===== config.mk =====
export PLATFORM = sky130hd
export DESIGN_NAME = decode_steer
export DESIGN_NICKNAME = d
export VERILOG_FILES = /design/src/rtl/steer_pkg.sv /design/src/rtl/steer_rst_sync.sv /design/src/rtl/steer_fuse_pick.sv /design/src/rtl/steer_alloc.sv /design/src/rtl/decode_steer.sv
export SDC_FILE = /design/constraint.sdc
export NUM_CORES = 1
export LEC_CHECK = 0
export CORE_UTILIZATION = 50
export CTS_BUF_LIST = sky130_fd_sc_hd__clkbuf_4
export DETAILED_ROUTE_END_ITERATION = 7
export DONT_BUFFER_PORTS = 1
export GPL_ROUTABILITY_DRIVEN = 1
export MAX_ROUTING_LAYER = met4
export SETUP_SLACK_MARGIN = 0.3
export SYNTH_ARGS = -nofsm -noshare
export SYNTH_HDL_FRONTEND = slang
export SYNTH_SLANG_ARGS = --single-unit

===== constraint.sdc =====
create_clock -name clk -period 15 [get_ports clk]
set_clock_uncertainty 0.15 [all_clocks]
set_input_delay 0.75 -clock clk [delete_from_list [all_inputs] [get_ports clk]]
set_output_delay 0.75 -clock clk [all_outputs]
set_load 0.005 [all_outputs]

===== src/rtl/steer_pkg.sv =====
package steer_pkg;
  localparam int LEN_W = 4;
  localparam int UOP_W = 3;
  localparam int CPLX_MAX_UOPS = 4;
  localparam int FUSE_W = 2;

  typedef enum logic [FUSE_W-1:0] {
    FUSE_NONE  = 2'd0,
    FUSE_MACRO = 2'd1,
    FUSE_LDOP  = 2'd2
  } fuse_e;
endpackage


===== src/rtl/steer_rst_sync.sv =====
module steer_rst_sync (
  input  logic clk,
  input  logic rst_n,
  output logic rst_ns
);
  logic [1:0] sync_q;

  always_ff @(posedge clk or negedge rst_n) begin
    if (!rst_n) sync_q <= 2'b00;
    else        sync_q <= {sync_q[0], 1'b1};
  end

  assign rst_ns = sync_q[1];
endmodule


===== src/rtl/steer_fuse_pick.sv =====
module steer_fuse_pick
  import steer_pkg::*;
#(
  parameter int WIN = 6
) (
  input  logic [WIN-1:0]       vld,
  input  logic [WIN*UOP_W-1:0] uops,
  input  logic [WIN-2:0]       mf_pair,
  input  logic [WIN-2:0]       lo_pair,
  output logic [WIN-1:0]       fuse_at,
  output fuse_e                fuse_kind
);
  logic [WIN-1:0] single;
  logic [WIN-2:0] elig;
  logic [WIN-2:0] is_macro;

  generate
    for (genvar i = 0; i < WIN; i++) begin : g_single
      assign single[i] = vld[i] && (uops[i*UOP_W +: UOP_W] == UOP_W'(1));
    end
    for (genvar i = 0; i < WIN-1; i++) begin : g_pair
      logic pair_ok;
      assign pair_ok     = single[i] & single[i+1];
      assign is_macro[i] = pair_ok & mf_pair[i];
      assign elig[i]     = is_macro[i] | (pair_ok & lo_pair[i]);
    end
  endgenerate

  // first eligible pair in program order wins; one fusion per cycle
  always_comb begin
    logic found;
    found     = 1'b0;
    fuse_at   = '0;
    fuse_kind = FUSE_NONE;
    for (int i = 0; i < WIN-1; i++) begin
      if (elig[i] && !found) begin
        found      = 1'b1;
        fuse_at[i] = 1'b1;
        fuse_kind  = is_macro[i] ? FUSE_MACRO : FUSE_LDOP;
      end
    end
  end
endmodule


===== src/rtl/steer_alloc.sv =====
module steer_alloc
  import steer_pkg::*;
#(
  parameter int WIN    = 6,
  parameter int SLOTS  = 4,
  parameter int IDX_W  = 3,
  parameter int CNT_W  = 3,
  parameter int BYTE_W = 7
) (
  input  logic [WIN-1:0]          vld,
  input  logic [WIN*LEN_W-1:0]    len,
  input  logic [WIN*UOP_W-1:0]    uops,
  input  logic [WIN-1:0]          fuse_at,
  input  fuse_e                   fuse_kind,
  output logic [SLOTS-1:0]        s_vld,
  output logic [SLOTS*IDX_W-1:0]  s_idx,
  output logic [SLOTS*UOP_W-1:0]  s_uops,
  output logic [SLOTS*FUSE_W-1:0] s_fuse,
  output logic [CNT_W-1:0]        n_inst,
  output logic [BYTE_W-1:0]       n_bytes,
  output logic                    mc_hit
);
  logic [LEN_W:0] pair_len [WIN];

  generate
    for (genvar i = 0; i < WIN; i++) begin : g_plen
      if (i < WIN-1) begin : g_two
        assign pair_len[i] = {1'b0, len[i*LEN_W +: LEN_W]} + {1'b0, len[(i+1)*LEN_W +: LEN_W]};
      end else begin : g_one
        assign pair_len[i] = {1'b0, len[i*LEN_W +: LEN_W]};
      end
    end
  endgenerate

  // in-order walk: stop at first instruction that cannot be placed
  always_comb begin
    int   ecnt;
    logic cplx_used;
    logic stop;
    logic skip;
    logic [UOP_W-1:0] u;
    s_vld     = '0;
    s_idx     = '0;
    s_uops    = '0;
    s_fuse    = '0;
    n_inst    = '0;
    n_bytes   = '0;
    mc_hit    = 1'b0;
    ecnt      = 0;
    cplx_used = 1'b0;
    stop      = 1'b0;
    skip      = 1'b0;
    for (int i = 0; i < WIN; i++) begin
      u = uops[i*UOP_W +: UOP_W];
      if (skip) begin
        skip = 1'b0;
      end else if (!stop) begin
        if (!vld[i]) begin
          stop = 1'b1;
        end else if (ecnt == SLOTS) begin
          stop = 1'b1;
        end else if (u > UOP_W'(CPLX_MAX_UOPS)) begin
          stop   = 1'b1;
          mc_hit = 1'b1;
        end else if (fuse_at[i]) begin
          s_vld[ecnt]                       = 1'b1;
          s_idx[ecnt*IDX_W +: IDX_W]        = IDX_W'(i);
          s_uops[ecnt*UOP_W +: UOP_W]       = UOP_W'(1);
          s_fuse[ecnt*FUSE_W +: FUSE_W]     = fuse_kind;
          n_inst  = n_inst + CNT_W'(2);
          n_bytes = n_bytes + BYTE_W'(pair_len[i]);
          ecnt    = ecnt + 1;
          skip    = 1'b1;
        end else if ((u <= UOP_W'(1)) || !cplx_used) begin
          if (u > UOP_W'(1)) cplx_used = 1'b1;
          s_vld[ecnt]                 = 1'b1;
          s_idx[ecnt*IDX_W +: IDX_W]  = IDX_W'(i);
          s_uops[ecnt*UOP_W +: UOP_W] = u;
          n_inst  = n_inst + CNT_W'(1);
          n_bytes = n_bytes + BYTE_W'(len[i*LEN_W +: LEN_W]);
          ecnt    = ecnt + 1;
        end else begin
          stop = 1'b1;
        end
      end
    end
  end
endmodule


===== src/rtl/decode_steer.sv =====
module decode_steer
  import steer_pkg::*;
#(
  parameter int WIN   = 6,
  parameter int SLOTS = 4,
  localparam int IDX_W  = $clog2(WIN),
  localparam int CNT_W  = $clog2(SLOTS + 2),
  localparam int BYTE_W = $clog2((SLOTS + 1) * ((1 << LEN_W) - 1) + 1)
) (
  input  logic                    clk,
  input  logic                    rst_n,
  input  logic [WIN-1:0]          win_vld,
  input  logic [WIN*LEN_W-1:0]    win_len,
  input  logic [WIN*UOP_W-1:0]    win_uops,
  input  logic [WIN-2:0]          win_mf_pair,
  input  logic [WIN-2:0]          win_lo_pair,
  output logic                    grp_valid,
  input  logic                    grp_ready,
  output logic [SLOTS-1:0]        slot_vld,
  output logic [SLOTS*IDX_W-1:0]  slot_idx,
  output logic [SLOTS*UOP_W-1:0]  slot_uops,
  output logic [SLOTS*FUSE_W-1:0] slot_fuse,
  output logic [CNT_W-1:0]        take_cnt,
  output logic [BYTE_W-1:0]       take_bytes,
  output logic                    mc_req,
  input  logic                    mc_done
);
  logic rst_ns;

  steer_rst_sync u_rst (
    .clk    (clk),
    .rst_n  (rst_n),
    .rst_ns (rst_ns)
  );

  logic [WIN-1:0] fuse_at;
  fuse_e          fuse_kind;

  steer_fuse_pick #(.WIN(WIN)) u_pick (
    .vld       (win_vld),
    .uops      (win_uops),
    .mf_pair   (win_mf_pair),
    .lo_pair   (win_lo_pair),
    .fuse_at   (fuse_at),
    .fuse_kind (fuse_kind)
  );

  logic [SLOTS-1:0]        a_vld;
  logic [SLOTS*IDX_W-1:0]  a_idx;
  logic [SLOTS*UOP_W-1:0]  a_uops;
  logic [SLOTS*FUSE_W-1:0] a_fuse;
  logic [CNT_W-1:0]        a_inst;
  logic [BYTE_W-1:0]       a_bytes;
  logic                    a_mc;

  steer_alloc #(
    .WIN(WIN), .SLOTS(SLOTS), .IDX_W(IDX_W), .CNT_W(CNT_W), .BYTE_W(BYTE_W)
  ) u_alloc (
    .vld       (win_vld),
    .len       (win_len),
    .uops      (win_uops),
    .fuse_at   (fuse_at),
    .fuse_kind (fuse_kind),
    .s_vld     (a_vld),
    .s_idx     (a_idx),
    .s_uops    (a_uops),
    .s_fuse    (a_fuse),
    .n_inst    (a_inst),
    .n_bytes   (a_bytes),
    .mc_hit    (a_mc)
  );

  // microcode pending state: next-state and register kept apart
  logic pend_q, pend_d, pend_en;
  logic issue_en, fire, mc_start, done_take;

  assign issue_en  = rst_ns & ~pend_q;
  assign fire      = grp_valid & grp_ready;
  assign mc_start  = issue_en & a_mc & (fire | ~(|a_vld));
  assign done_take = pend_q & mc_done;

  always_comb begin
    pend_en = pend_q ? mc_done : mc_start;
    pend_d  = ~pend_q;
  end

  always_ff @(posedge clk or negedge rst_ns) begin
    if (!rst_ns)      pend_q <= 1'b0;
    else if (pend_en) pend_q <= pend_d;
  end

  always_comb begin
    slot_vld  = issue_en ? a_vld  : '0;
    slot_idx  = issue_en ? a_idx  : '0;
    slot_uops = issue_en ? a_uops : '0;
    slot_fuse = issue_en ? a_fuse : '0;
    grp_valid = |slot_vld;
    mc_req    = pend_q;
    if (fire) begin
      take_cnt   = a_inst;
      take_bytes = a_bytes;
    end else if (done_take) begin
      take_cnt   = CNT_W'(1);
      take_bytes = BYTE_W'(win_len[LEN_W-1:0]);
    end else begin
      take_cnt   = '0;
      take_bytes = '0;
    end
  end

  // ---------------- assertions ----------------
  logic [SLOTS-1:0] multi_s, fused_s;

  generate
    for (genvar k = 0; k < SLOTS; k++) begin : g_chk
      assign multi_s[k] = slot_uops[k*UOP_W +: UOP_W] > UOP_W'(1);
      assign fused_s[k] = slot_fuse[k*FUSE_W +: FUSE_W] != FUSE_NONE;

      p_fuse_one_uop_r5: assert property (@(posedge clk) disable iff (!rst_ns)
        fused_s[k] |-> (slot_uops[k*UOP_W +: UOP_W] == UOP_W'(1)));

      if (k < SLOTS-1) begin : g_pack
        p_slots_packed_r1: assert property (@(posedge clk) disable iff (!rst_ns)
          slot_vld[k+1] |-> slot_vld[k]);
      end
    end
  endgenerate

  p_one_multi_r2: assert property (@(posedge clk) disable iff (!rst_ns)
    $countones(multi_s) <= 1);

  p_one_fusion_r7: assert property (@(posedge clk) disable iff (!rst_ns)
    $countones(fused_s) <= 1);

  p_mc_hold_r4: assert property (@(posedge clk) disable iff (!rst_ns)
    (mc_req && !mc_done) |=> mc_req);

  p_mc_quiet_r4: assert property (@(posedge clk) disable iff (!rst_ns)
    mc_req |-> (!grp_valid && take_cnt <= CNT_W'(1)));

  p_take_limit_r8: assert property (@(posedge clk) disable iff (!rst_ns)
    take_cnt <= CNT_W'(SLOTS + 1));

  p_stall_r11: assert property (@(posedge clk) disable iff (!rst_ns)
    (grp_valid && !grp_ready) |-> (take_cnt == '0 && take_bytes == '0));

  p_reset_r12: assert property (@(posedge clk)
    !rst_ns |-> (!grp_valid && slot_vld == '0 && !mc_req));
endmodule


==> results of run 1 <==
[sequential cells by signal, summed over array words and instances, names as in the netlist]
signal / flops
mc_req: 1
u_rst.sync_q: 2
[layout by cell type, fill, tap and decap left out, types with 9 or more instances in the layout]
master     count
a211oi_1      29
xor2_1        11
nand2_1      133
or3_1         12
o31ai_1       12
nand3_1       56
a21oi_1      107
nor2b_1       21
o22ai_1       18
and2_1        15
o32ai_1        9
o211ai_1      31
o2111ai_1     14
or2_2          9
a21o_1        29
a32oi_1       10
o21ai_0       87
inv_1         96
fa_1          28
nor3_1        59
nor2_1       105
nand4_1       41
nor4_1        20
a31oi_1       23
and3_1        15
a22oi_1       14
buf_4         37
xnor2_1       28
mux2i_1       13
ha_1          94
[power by group]
| part | internal, uW | total [uW] | switching, uW | leakage [uW] |
|---|---|---|---|---|
| Combinational | 89.7 | 269 | 179 | 0.00373 |
| Sequential | 8.70 | 9.39 | 0.691 | 0.0000366 |
| Clock | 11.7 | 15.7 | 3.99 | 0.0000184 |
| Total | 110 | 294 | 184 | 0.00379 |
[path summary, 6_finish.rpt]
kind                            slack, ns                        end                      start
worst max register to register      13.74         mc_req$_DFFE_PN0P_         mc_req$_DFFE_PN0P_
worst min register to register       0.20  u_rst.sync_q[1]$_DFF_PN0_  u_rst.sync_q[0]$_DFF_PN0_
worst max-delay path                 1.24               slot_uops[6]                win_uops[0]
max in group asynchronous           14.17         mc_req$_DFFE_PN0P_  u_rst.sync_q[1]$_DFF_PN0_
worst min-delay path                 0.07  u_rst.sync_q[0]$_DFF_PN0_                      rst_n
min in group clk                     0.20  u_rst.sync_q[1]$_DFF_PN0_  u_rst.sync_q[0]$_DFF_PN0_
[timing repair]
item,in CTS,in global routing
hold buffers,1,0
endpoints found under the hold margin,1,0
setup endpoints to repair,0,2
gates resized for setup,0,1
[stage by stage]
stage	hold WS (ns)	cell area, um^2	std cells
floorplan	-0.138	9490	1426
global placement	-0.129	9720	1613
detailed placement	-0.120	9720	1613
CTS	0.0597	9760	1618
global route	0.0576	9760	1618
finish	0.0683	9760	1618
[metal layers]
layer | global-route usage | up-vias | share of wire
met2 | 0.690 | 1002 | 0.41
li1 | - | 5364 | -
met5 | - | - | 0
met3 | 0.108 | 213 | 0.13
met1 | 0.590 | 5686 | 0.38
met4 | 0.282 | 0 | 0.075
[logic make-up (layout without fill, tap and decap cells)]
| family | after synthesis | after routing | synth area share |
|---|---|---|---|
| xor gates and xnor gates | 41 | 41 | 0.0407 |
| muxes | 15 | 15 | 0.0161 |
| buffers and inverters | 191 | 149 | 0.0792 |
| other | 1 | 1 | 0.000395 |
| DFF | 3 | 3 | 0.00791 |
| and+or+nand+nor | 535 | 535 | 0.287 |
| AOI/OAI and AO/OA | 518 | 518 | 0.386 |
| adders and majority gates | 122 | 122 | 0.183 |
[cell type report]
type	instances	area (um^2)
fillers	1879	8890
multi-input cells	1232	8660
inverters	107	407
well taps	234	293
repair buffers	38	288
flip-flops and latches	3	75.1
clock buffers	4	30.0
==> metrics.md, run 1 <==
| Metric | Value |
|---|---|
| CTS Buf Count | `3` |
| Sum Neg Setup Slack | `0 ns` |
| Crit. End Element | `primary output` |
| Main synth FF type | `dfrtp_1` |
| Max incr delay on CP | `0.67 ns` |
| CTS sink count | `3` |
| 1st-pass router iterations | `6` |
| Synth cell types | `103` |
| Syn Inst Count | `1426` |
| Die Wd | `140 um` |
| CTS tree | `built` |
| Core area | `18600 um^2` |
| Pre-CTS WS | `1.50 ns` |
| Final min period | `13.76 ns` |
| Avg Inst Size Synth | `6.65 um^2` |
| Netlist Area Pre-Place | `between 9000 and 10000 um^2` |
| Achievable Freq | `slightly above 70 MHz` |
| Worst Path Required | `14.10 ns` |
| Clock root buffer | `clkbuf_4` |
| Seq/Total Area, Yosys | `0.00791` |
| Synth async-reset ratio | `1.00` |
| Yosys top cell area share | `0.124` |
| WP data arrival | `about 13 ns` |
| Worst IR Drop VDD | `0.0000555 V` |
| Final Power | `around 290 uW` |
| Worst-path fanout max | `25` |
| Post-CTS setup buffers | `0` |
| Post-DRT Antenna Nets | `0` |
| Final setup violation count | `0` |
| Slew margin rel. | `0.0647` |
| DRC Markers | `0` |
| Clk_lat worst skew | `about 0.23 ns` |
| ANT cells | `0` |
| Nets | `1569` |
| Synth area leaders | `ha_1, fa_1, a21oi_1` |
| Vias in the first global route | `11400` |
| RSZ-0062 raised after global routing | `no` |
| Die height | `140 um` |
| Final core utilization | `0.523` |
| Pwr dens | `30.2 nW/um^2` |
| Initial antenna violation count | `0` |
| Layout area overhead | `2.81%` |
| Clock slew at reported path FFs | `around 0.03 ns` |
| Lkg Pwr | `0.00379 uW` |
| Crit Path Category | `input pin to primary output` |
| Initial DRC count | `1883` |
| DP HPWL | `36800 um` |
| DR vias | `around 12000` |
| Total Routed Length | `45900 um` |
| Avg WL per Cell | `28.4 um` |
| Commonest cells in the netlist | `nand2_1, a21oi_1, nor2_1, inv_1, ha_1` |
| Die area | `19500 um^2` |
| Outcome | `finished, final reports clean` |
| Max_cap viols | `0` |
| Starting Density | `0.509` |
| CP max-delay cell | `nor2_1` |
| Setup ws final | `1.24 ns` |
| Slew Limit Fails | `0` |
| Number of synthesized flops with an enable pin | `0` |
| Total grt overflow | `0` |
| CP top delay family | `compound AO/OA/AOI/OAI gates` |
| Tcrit/Tclk final | `0.917` |
| Share of layout cells above drive strength 1 | `0.0614` |
| Synth area leader | `ha_1` |
| Most frequent cell after synthesis | `nand2_1` |
| Via density | `7.58` |
| Syn. warnings | `0` |
| HP Class | `input pin to asynchronous set/reset pin` |
| H-Tree Depth | `1` |
| Port Buf Inserts | `0` |
| Global placement routability congestion | `1.09` |
| Yosys reg bits | `3` |
| # rows | `50` |
| Max clock buf depth | `2` |
| Syn nets | `about 1600` |
| Worst path most repeated cell | `ha_1` |
| R2R cell count | `4` |
| WP depth | `40` |
| Startpoint types | `input pin` |
| Total global-route track usage | `0.472` |
| IO Count | `110` |
| Fin. Hold Viols | `0` |
| First-pass GRT wire length | `between 60000 and 70000 um` |
| Largest net degree at the start of global routing | `28` |
| Crit path buffers/inverters | `6` |
| Worst slew pin tran | `1.40 ns` |
Power figures use the tool's default switching activity.
==> run 2: changes to the inputs <==
- ABC_AREA: unset -> 1
- CORE_MARGIN: unset -> 5
==> metrics.md, run 2 <==
| Metric | Value |
|---|---|
| Max reg flops | `2 (unchanged)` |
| Worst-path fanout max | `22 (was 25)` |
| Total grt overflow | `0 (unchanged)` |
| Sum Neg Setup Slack | `0 ns (unchanged)` |
| Yosys reg bits | `3 (unchanged)` |
| Most frequent cells in the layout | `nand2_1, inv_1, nor2_1 (was nand2_1, a21oi_1, nor2_1)` |
| Seq/Total Area, Yosys | `0.00805 (was 0.00791)` |
| Worst IR Drop VDD | `0.0000504 V (was 0.0000555 V)` |
| Final Power | `334 uW (was 294 uW)` |
| Main synth FF type | `dfrtp_1 (unchanged)` |
| First-pass GRT wire length | `60300 um (was 69000 um)` |
| WP data arrival | `11.32 ns (was 12.86 ns)` |
| Area share of and/or/nand/nor cells after synthesis | `0.468 (was 0.287)` |
| Largest net degree at the start of global routing | `26 (was 28)` |
| Lkg Pwr | `0.00509 uW (was 0.00379 uW)` |
| Synth area leader | `nand2_1 (was ha_1)` |
| CTS sink count | `3 (unchanged)` |
| Synth Area in Compound Gates | `0.174 (was 0.386)` |
| RSZ-0062 raised after global routing | `no (unchanged)` |
| Synth async-reset ratio | `1.00 (unchanged)` |
| Final core utilization | `0.515 (was 0.523)` |
| Starting Density | `0.504 (was 0.509)` |
| Slew margin rel. | `0.403 (was 0.0647)` |
| Avg Inst Size Synth | `5.61 um^2 (was 6.65 um^2)` |
| Tcrit/Tclk final | `0.815 (was 0.917)` |
| CTS Buf Count | `3 (unchanged)` |
| H-Tree Depth | `1 (unchanged)` |
| Pwr dens | `35.1 nW/um^2 (was 30.2 nW/um^2)` |
| Commonest non-fill, non-tap cell in the layout | `nand2_1 (unchanged)` |
| Fin. Hold Viols | `0 (unchanged)` |
| Core area | `18500 um^2 (was 18600 um^2)` |
| Slew Limit Fails | `0 (unchanged)` |
| Synth Area in XOR/XNOR | `0.0284 (was 0.0407)` |
| Crit. End Element | `primary output (unchanged)` |
| CP top delay family | `simple AND/OR/NAND/NOR gates (was compound AO/OA/AOI/OAI gates)` |
| Syn Inst Count | `1663 (was 1426)` |
| Initial antenna violation count | `1 (was 0)` |
| Achievable Freq | `81.8 MHz (was 72.7 MHz)` |
| HP Class | `input pin to asynchronous set/reset pin (unchanged)` |
| Die height | `147 um (was 140 um)` |
| Mux contribution to synthesized area | `0.00107 (was 0.0161)` |
| Syn. warnings | `0 (unchanged)` |
| Max_cap viols | `0 (unchanged)` |
| Number of synthesized flops with an enable pin | `0 (unchanged)` |
| Worst slew pin tran | `0.887 ns (was 1.40 ns)` |
| 1st-pass router iterations | `6 (unchanged)` |
| Max clock buf depth | `2 (unchanged)` |
| DR vias | `11600 (was 12300)` |
| CTS tree | `built (unchanged)` |
| Final min period | `12.22 ns (was 13.76 ns)` |
| Clock slew at reported path FFs | `0.03 ns (about the same)` |
| Largest family of logic cells by synthesized area | `simple AND/OR/NAND/NOR gates (was compound AO/OA/AOI/OAI gates)` |
| Outcome | `finished, final reports clean (unchanged)` |
| Initial DRC count | `1222 (was 1883)` |
| Global placement routability congestion | `1.11 (was 1.09)` |
| Via density | `6.17 (was 7.58)` |
| Crit path buffers/inverters | `12 (was 6)` |
| DRC Markers | `0 (unchanged)` |
| Port Buf Inserts | `0 (unchanged)` |
| Nets | `1828 (was 1569)` |
| Clk_lat worst skew | `0.23 ns (about the same)` |
| Crit Path Category | `input pin to primary output (unchanged)` |
| Syn nets | `1847 (was 1610)` |
| Die area | `21500 um^2 (was 19500 um^2)` |
| Total Routed Length | `38800 um (was 45900 um)` |
| Die Wd | `147 um (was 140 um)` |
| Post-CTS setup buffers | `0 (unchanged)` |
| Avg WL per Cell | `20.7 um (was 28.4 um)` |
| Largest Register | `u_rst.sync_q (unchanged)` |
| Total global-route track usage | `0.358 (was 0.472)` |
| Adder-Cell Fraction of Synth Area | `0.186 (was 0.183)` |
| IO Count | `110 (unchanged)` |
| DP HPWL | `32800 um (was 36800 um)` |
| Share of layout cells above drive strength 1 | `0.0846 (was 0.0614)` |
| Post-DRT Antenna Nets | `0 (unchanged)` |
| Most frequent cell after synthesis | `nand2_1 (unchanged)` |
| Startpoint types | `input pin (unchanged)` |
| Yosys top cell area share | `0.163 (was 0.124)` |
| Netlist Area Pre-Place | `9330 um^2 (was 9490 um^2)` |
| Synth cell types | `66 (was 103)` |
| Final setup violation count | `0 (unchanged)` |
| Clock root buffer | `clkbuf_4 (unchanged)` |
| Worst path most repeated cell | `inv_1 (was ha_1)` |
| Worst Path Required | `14.10 ns (about the same)` |
| Layout area overhead | `2.15% (was 2.81%)` |
| # rows | `50 (unchanged)` |
| Max incr delay on CP | `0.56 ns (was 0.67 ns)` |
| Commonest cells in the netlist | `nand2_1, inv_1, nor2_1, nand3_1, o21ai_0 (was nand2_1, a21oi_1, nor2_1, inv_1, ha_1)` |
| Vias in the first global route | `10600 (was 11400)` |
| Synth area leaders | `nand2_1, ha_1, inv_1 (was ha_1, fa_1, a21oi_1)` |
| CP max-delay cell | `nor2_4 (was nor2_1)` |
[run 2: cell types whose count changed after synthesis, moves of 21 or more]
cell | before | now
nand3_1 | 56 | 146
a21oi_1 | 107 | 83
nand2_2 | 0 | 31
a21o_1 | 29 | 1
nor3_1 | 59 | 24
a211oi_1 | 29 | 7
o211ai_1 | 31 | 10
nor2b_1 | 21 | 0
nor2_1 | 105 | 188
nand2_1 | 133 | 404
clkbuf_1 | 64 | 11
inv_1 | 96 | 253
[run 2: metal layers]
| layer | routed length (um) | GRT usage | vias up |
|---|---|---|---|
| li1 | - | - | 5421 |
| met1 | 16300 | 0.508 | 5320 |
| met2 | 16300 | 0.531 | 738 |
| met3 | 4590 | 0.0397 | 101 |
| met4 | 1660 | 0.113 | 0 |
| met5 | 0 | - | - |
[run 2: worst paths after layout]
| path | start | to | slack, ns | depth (start not counted) |
|---|---|---|---|---|
| worst min-delay path | rst_n | u_rst.sync_q[0]$_DFF_PN0_ | 0.07 | 0 |
| worst max register to register | mc_req$_DFFE_PN0P_ | mc_req$_DFFE_PN0P_ | 12.93 | 6 |
| worst min register to register | u_rst.sync_q[0]$_DFF_PN0_ | u_rst.sync_q[1]$_DFF_PN0_ | 0.21 | 0 |
| worst max-delay path | win_uops[0] | slot_idx[11] | 2.78 | 51 |
| min in group clk | u_rst.sync_q[0]$_DFF_PN0_ | u_rst.sync_q[1]$_DFF_PN0_ | 0.21 | 0 |
| max in group asynchronous | u_rst.sync_q[1]$_DFF_PN0_ | mc_req$_DFFE_PN0P_ | 14.16 | 1 |
[run 2: where the power goes]
part,switching [uW],internal [uW],total (uW)
combinational,219,90.1,309
clock,3.92,11.8,15.7
sequential,0.968,8.69,9.66
[run 2: cell families after synthesis]
family	Yosys count
buffers and inverters	313
AO/OA/AOI/OAI	277
AND/OR/NAND/NOR	920
adder cells (fa/ha/maj)	122
flip-flops	3
other	1
multiplexers	1
XOR/XNOR	26
[run 2: layout make-up]
class	instances	area (um^2)
repair buffers	5	40.0
diodes	1	2.50
multi-input cells	1347	8010
flip-flops and latches	3	75.1
fillers	2013	8990
well taps	234	293
clock buffers	4	30.0
inverters	284	1080
[run 2: repair_timing]
| action | in CTS | in global routing |
|---|---|---|
| resized for setup | 0 | 0 |
| hold buffers | 1 | 0 |
| endpoints found under the hold margin | 1 | 0 |
| setup endpoints to repair | 0 | 0 |
[run 2: through the flow]
step,hold WS (ns),worst slack (ns),cell area (um^2),cells
after global routing,0.0495,2.09,9530,1878
after detailed placement,-0.127,3.10,9490,1872
after global placement,-0.138,3.63,9490,1872
after CTS,0.0583,3.07,9530,1877
after floorplan,-0.145,5.21,9330,1663
final,0.0666,2.78,9530,1878
==> run 3: changes to the inputs <==
- clock period: 15 -> 11.43 ns (I/O delays scaled with it)
==> metrics.md, run 3 (synthesis results as in run 2) <==
| Metric | Value |
|---|---|
| Outcome | `finished, final reports clean (unchanged)` |
| Startpoint types | `input pin (unchanged)` |
| Post-DRT Antenna Nets | `0 (unchanged)` |
| Avg WL per Cell | `20.8 um (was 20.7 um)` |
| Die Wd | `147 um (unchanged)` |
| CP top delay family | `simple AND/OR/NAND/NOR gates (unchanged)` |
| Layout area overhead | `3.04% (was 2.15%)` |
| Max incr delay on CP | `0.49 ns (was 0.56 ns)` |
| Worst-path fanout max | `25 (was 22)` |
| Final setup violation count | `0 (unchanged)` |
| CTS Buf Count | `3 (unchanged)` |
| WP data arrival | `9.55 ns (was 11.32 ns)` |
| RSZ-0062 raised after global routing | `no (unchanged)` |
| First-pass GRT wire length | `61400 um (was 60300 um)` |
| Total grt overflow | `0 (unchanged)` |
| Pwr dens | `46.2 nW/um^2 (was 35.1 nW/um^2)` |
| Worst slew pin tran | `0.847 ns (was 0.887 ns)` |
| Worst Path Required | `10.71 ns (was 14.10 ns)` |
| CTS sink count | `3 (unchanged)` |
| IO Count | `110 (unchanged)` |
| Max Used Layer | `met4 (unchanged)` |
| Met3 Wirelength | `4000 um (was 4590 um)` |
| HP Class | `flop to flop (was input pin to asynchronous set/reset pin)` |
| Global placement routability congestion | `1.11 (about the same)` |
| Metal-1 WL | `17000 um (was 16300 um)` |
| Routed wl met2 | `16800 um (was 16300 um)` |
| Crit Path Category | `input pin to primary output (unchanged)` |
| ANT cells | `0 (was 1)` |
| Sum Neg Setup Slack | `0 ns (unchanged)` |
| Clock slew at reported path FFs | `0.03 ns (about the same)` |
| DP HPWL | `33400 um (was 32800 um)` |
| H-Tree Depth | `1 (unchanged)` |
| Largest Register | `u_rst.sync_q (unchanged)` |
| Die height | `147 um (unchanged)` |
| Largest net degree at the start of global routing | `26 (unchanged)` |
| Lkg Pwr | `0.00512 uW (was 0.00509 uW)` |
| Max_cap viols | `0 (unchanged)` |
| Fin. Hold Viols | `0 (unchanged)` |
| Clk_lat worst skew | `0.23 ns (about the same)` |
| Initial antenna violation count | `0 (was 1)` |
| Final core utilization | `0.519 (was 0.515)` |
| Post-CTS setup buffers | `0 (unchanged)` |
| Die area | `21500 um^2 (unchanged)` |
| Nets | `1834 (was 1828)` |
| # rows | `50 (unchanged)` |
| Core area | `18500 um^2 (unchanged)` |
| Max clock buf depth | `2 (unchanged)` |
| DRC Markers | `0 (unchanged)` |
| DR vias | `11500 (was 11600)` |
| Achievable Freq | `97.4 MHz` |
| Tcrit/Tclk final | `0.899` |
| Initial DRC count | `1231 (was 1222)` |
| Slew Limit Fails | `0 (unchanged)` |
| Worst IR Drop VDD | `0.0000682 V (was 0.0000504 V)` |
| CP max-delay cell | `fa_1 (was nor2_4)` |
| Commonest non-fill, non-tap cell in the layout | `nand2_1 (unchanged)` |
| Final min period | `10.27 ns` |
| CTS tree | `built (unchanged)` |
| Worst path most repeated cell | `nand2_1 (was inv_1)` |
| Port Buf Inserts | `0 (unchanged)` |
| Total global-route track usage | `0.366 (was 0.358)` |
| Most frequent cells in the layout | `nand2_1, inv_1, nor2_1 (unchanged)` |
| Share of layout cells above drive strength 1 | `0.0910 (was 0.0846)` |
| Crit path buffers/inverters | `12 (unchanged)` |
| Via density | `6.13 (was 6.17)` |
| Slew margin rel. | `0.429 (was 0.403)` |
| Final Hold Slack | `0.203 ns (was 0.0666 ns)` |
| Pre-CTS WS | `0.319 ns (was 3.10 ns)` |
| 1st-pass router iterations | `6 (unchanged)` |
| Clock root buffer | `clkbuf_4 (unchanged)` |
| Vias in the first global route | `10700 (was 10600)` |
| Max reg flops | `2 (unchanged)` |
| Setup ws final | `1.16 ns (was 2.78 ns)` |
| Starting Density | `0.504 (unchanged)` |
| Total Routed Length | `39200 um (was 38800 um)` |
| Crit. End Element | `primary output (unchanged)` |
run 3: worst paths after layout:
check	startpoint	slack (ns)	to	depth (start not counted)
max	win_uops[0]	1.16	slot_uops[10]	55
min	u_rst.sync_q[0]$_DFF_PN0_	0.20	u_rst.sync_q[1]$_DFF_PN0_	0
max reg2reg	mc_req$_DFFE_PN0P_	9.40	mc_req$_DFFE_PN0P_	6
min reg2reg	u_rst.sync_q[0]$_DFF_PN0_	0.20	u_rst.sync_q[1]$_DFF_PN0_	0
max in group asynchronous	rst_n	10.59	u_rst.sync_q[0]$_DFF_PN0_	1
min in group asynchronous	u_rst.sync_q[1]$_DFF_PN0_	0.41	mc_req$_DFFE_PN0P_	1
run 3: layer usage:
| layer | up-vias | track usage |
|---|---|---|
| met3 | 87 | 0.0410 |
| met1 | 5342 | 0.515 |
| li1 | 5430 | - |
| met5 | - | - |
| met2 | 679 | 0.553 |
| met4 | 0 | 0.106 |
run 3: layout make-up:
cell class,count,area [um^2]
timing repair buffer,11,87.6
multi-input combinational,1347,8050
tap,234,293
fill,2015,8900
inverter,284,1080
sequential,3,75.1
clock buffer,4,30.0
run 3: power breakdown:
part / switching [uW] / total (uW) / internal (uW)
Clock: 5.64 / 21.1 / 15.5
Sequential: 1.31 / 12.7 / 11.4
Combinational: 289 / 410 / 121
run 3: what timing repair did:
item,4_1_cts,5_1_grt
gates resized for setup,0,10
hold endpoints to repair,3,0
endpoints found under the setup margin,0,24
hold buffers,2,0
run 3: metrics by stage:
stage          power [uW]  instance area (um^2)  instances
2_1_floorplan         308                  9330       1663
3_3_place_gp          406                  9530       1877
3_5_place_dp          405                  9530       1877
4_1_cts               430                  9580       1883
5_1_grt               491                  9610       1883
6_report              444                  9610       1883
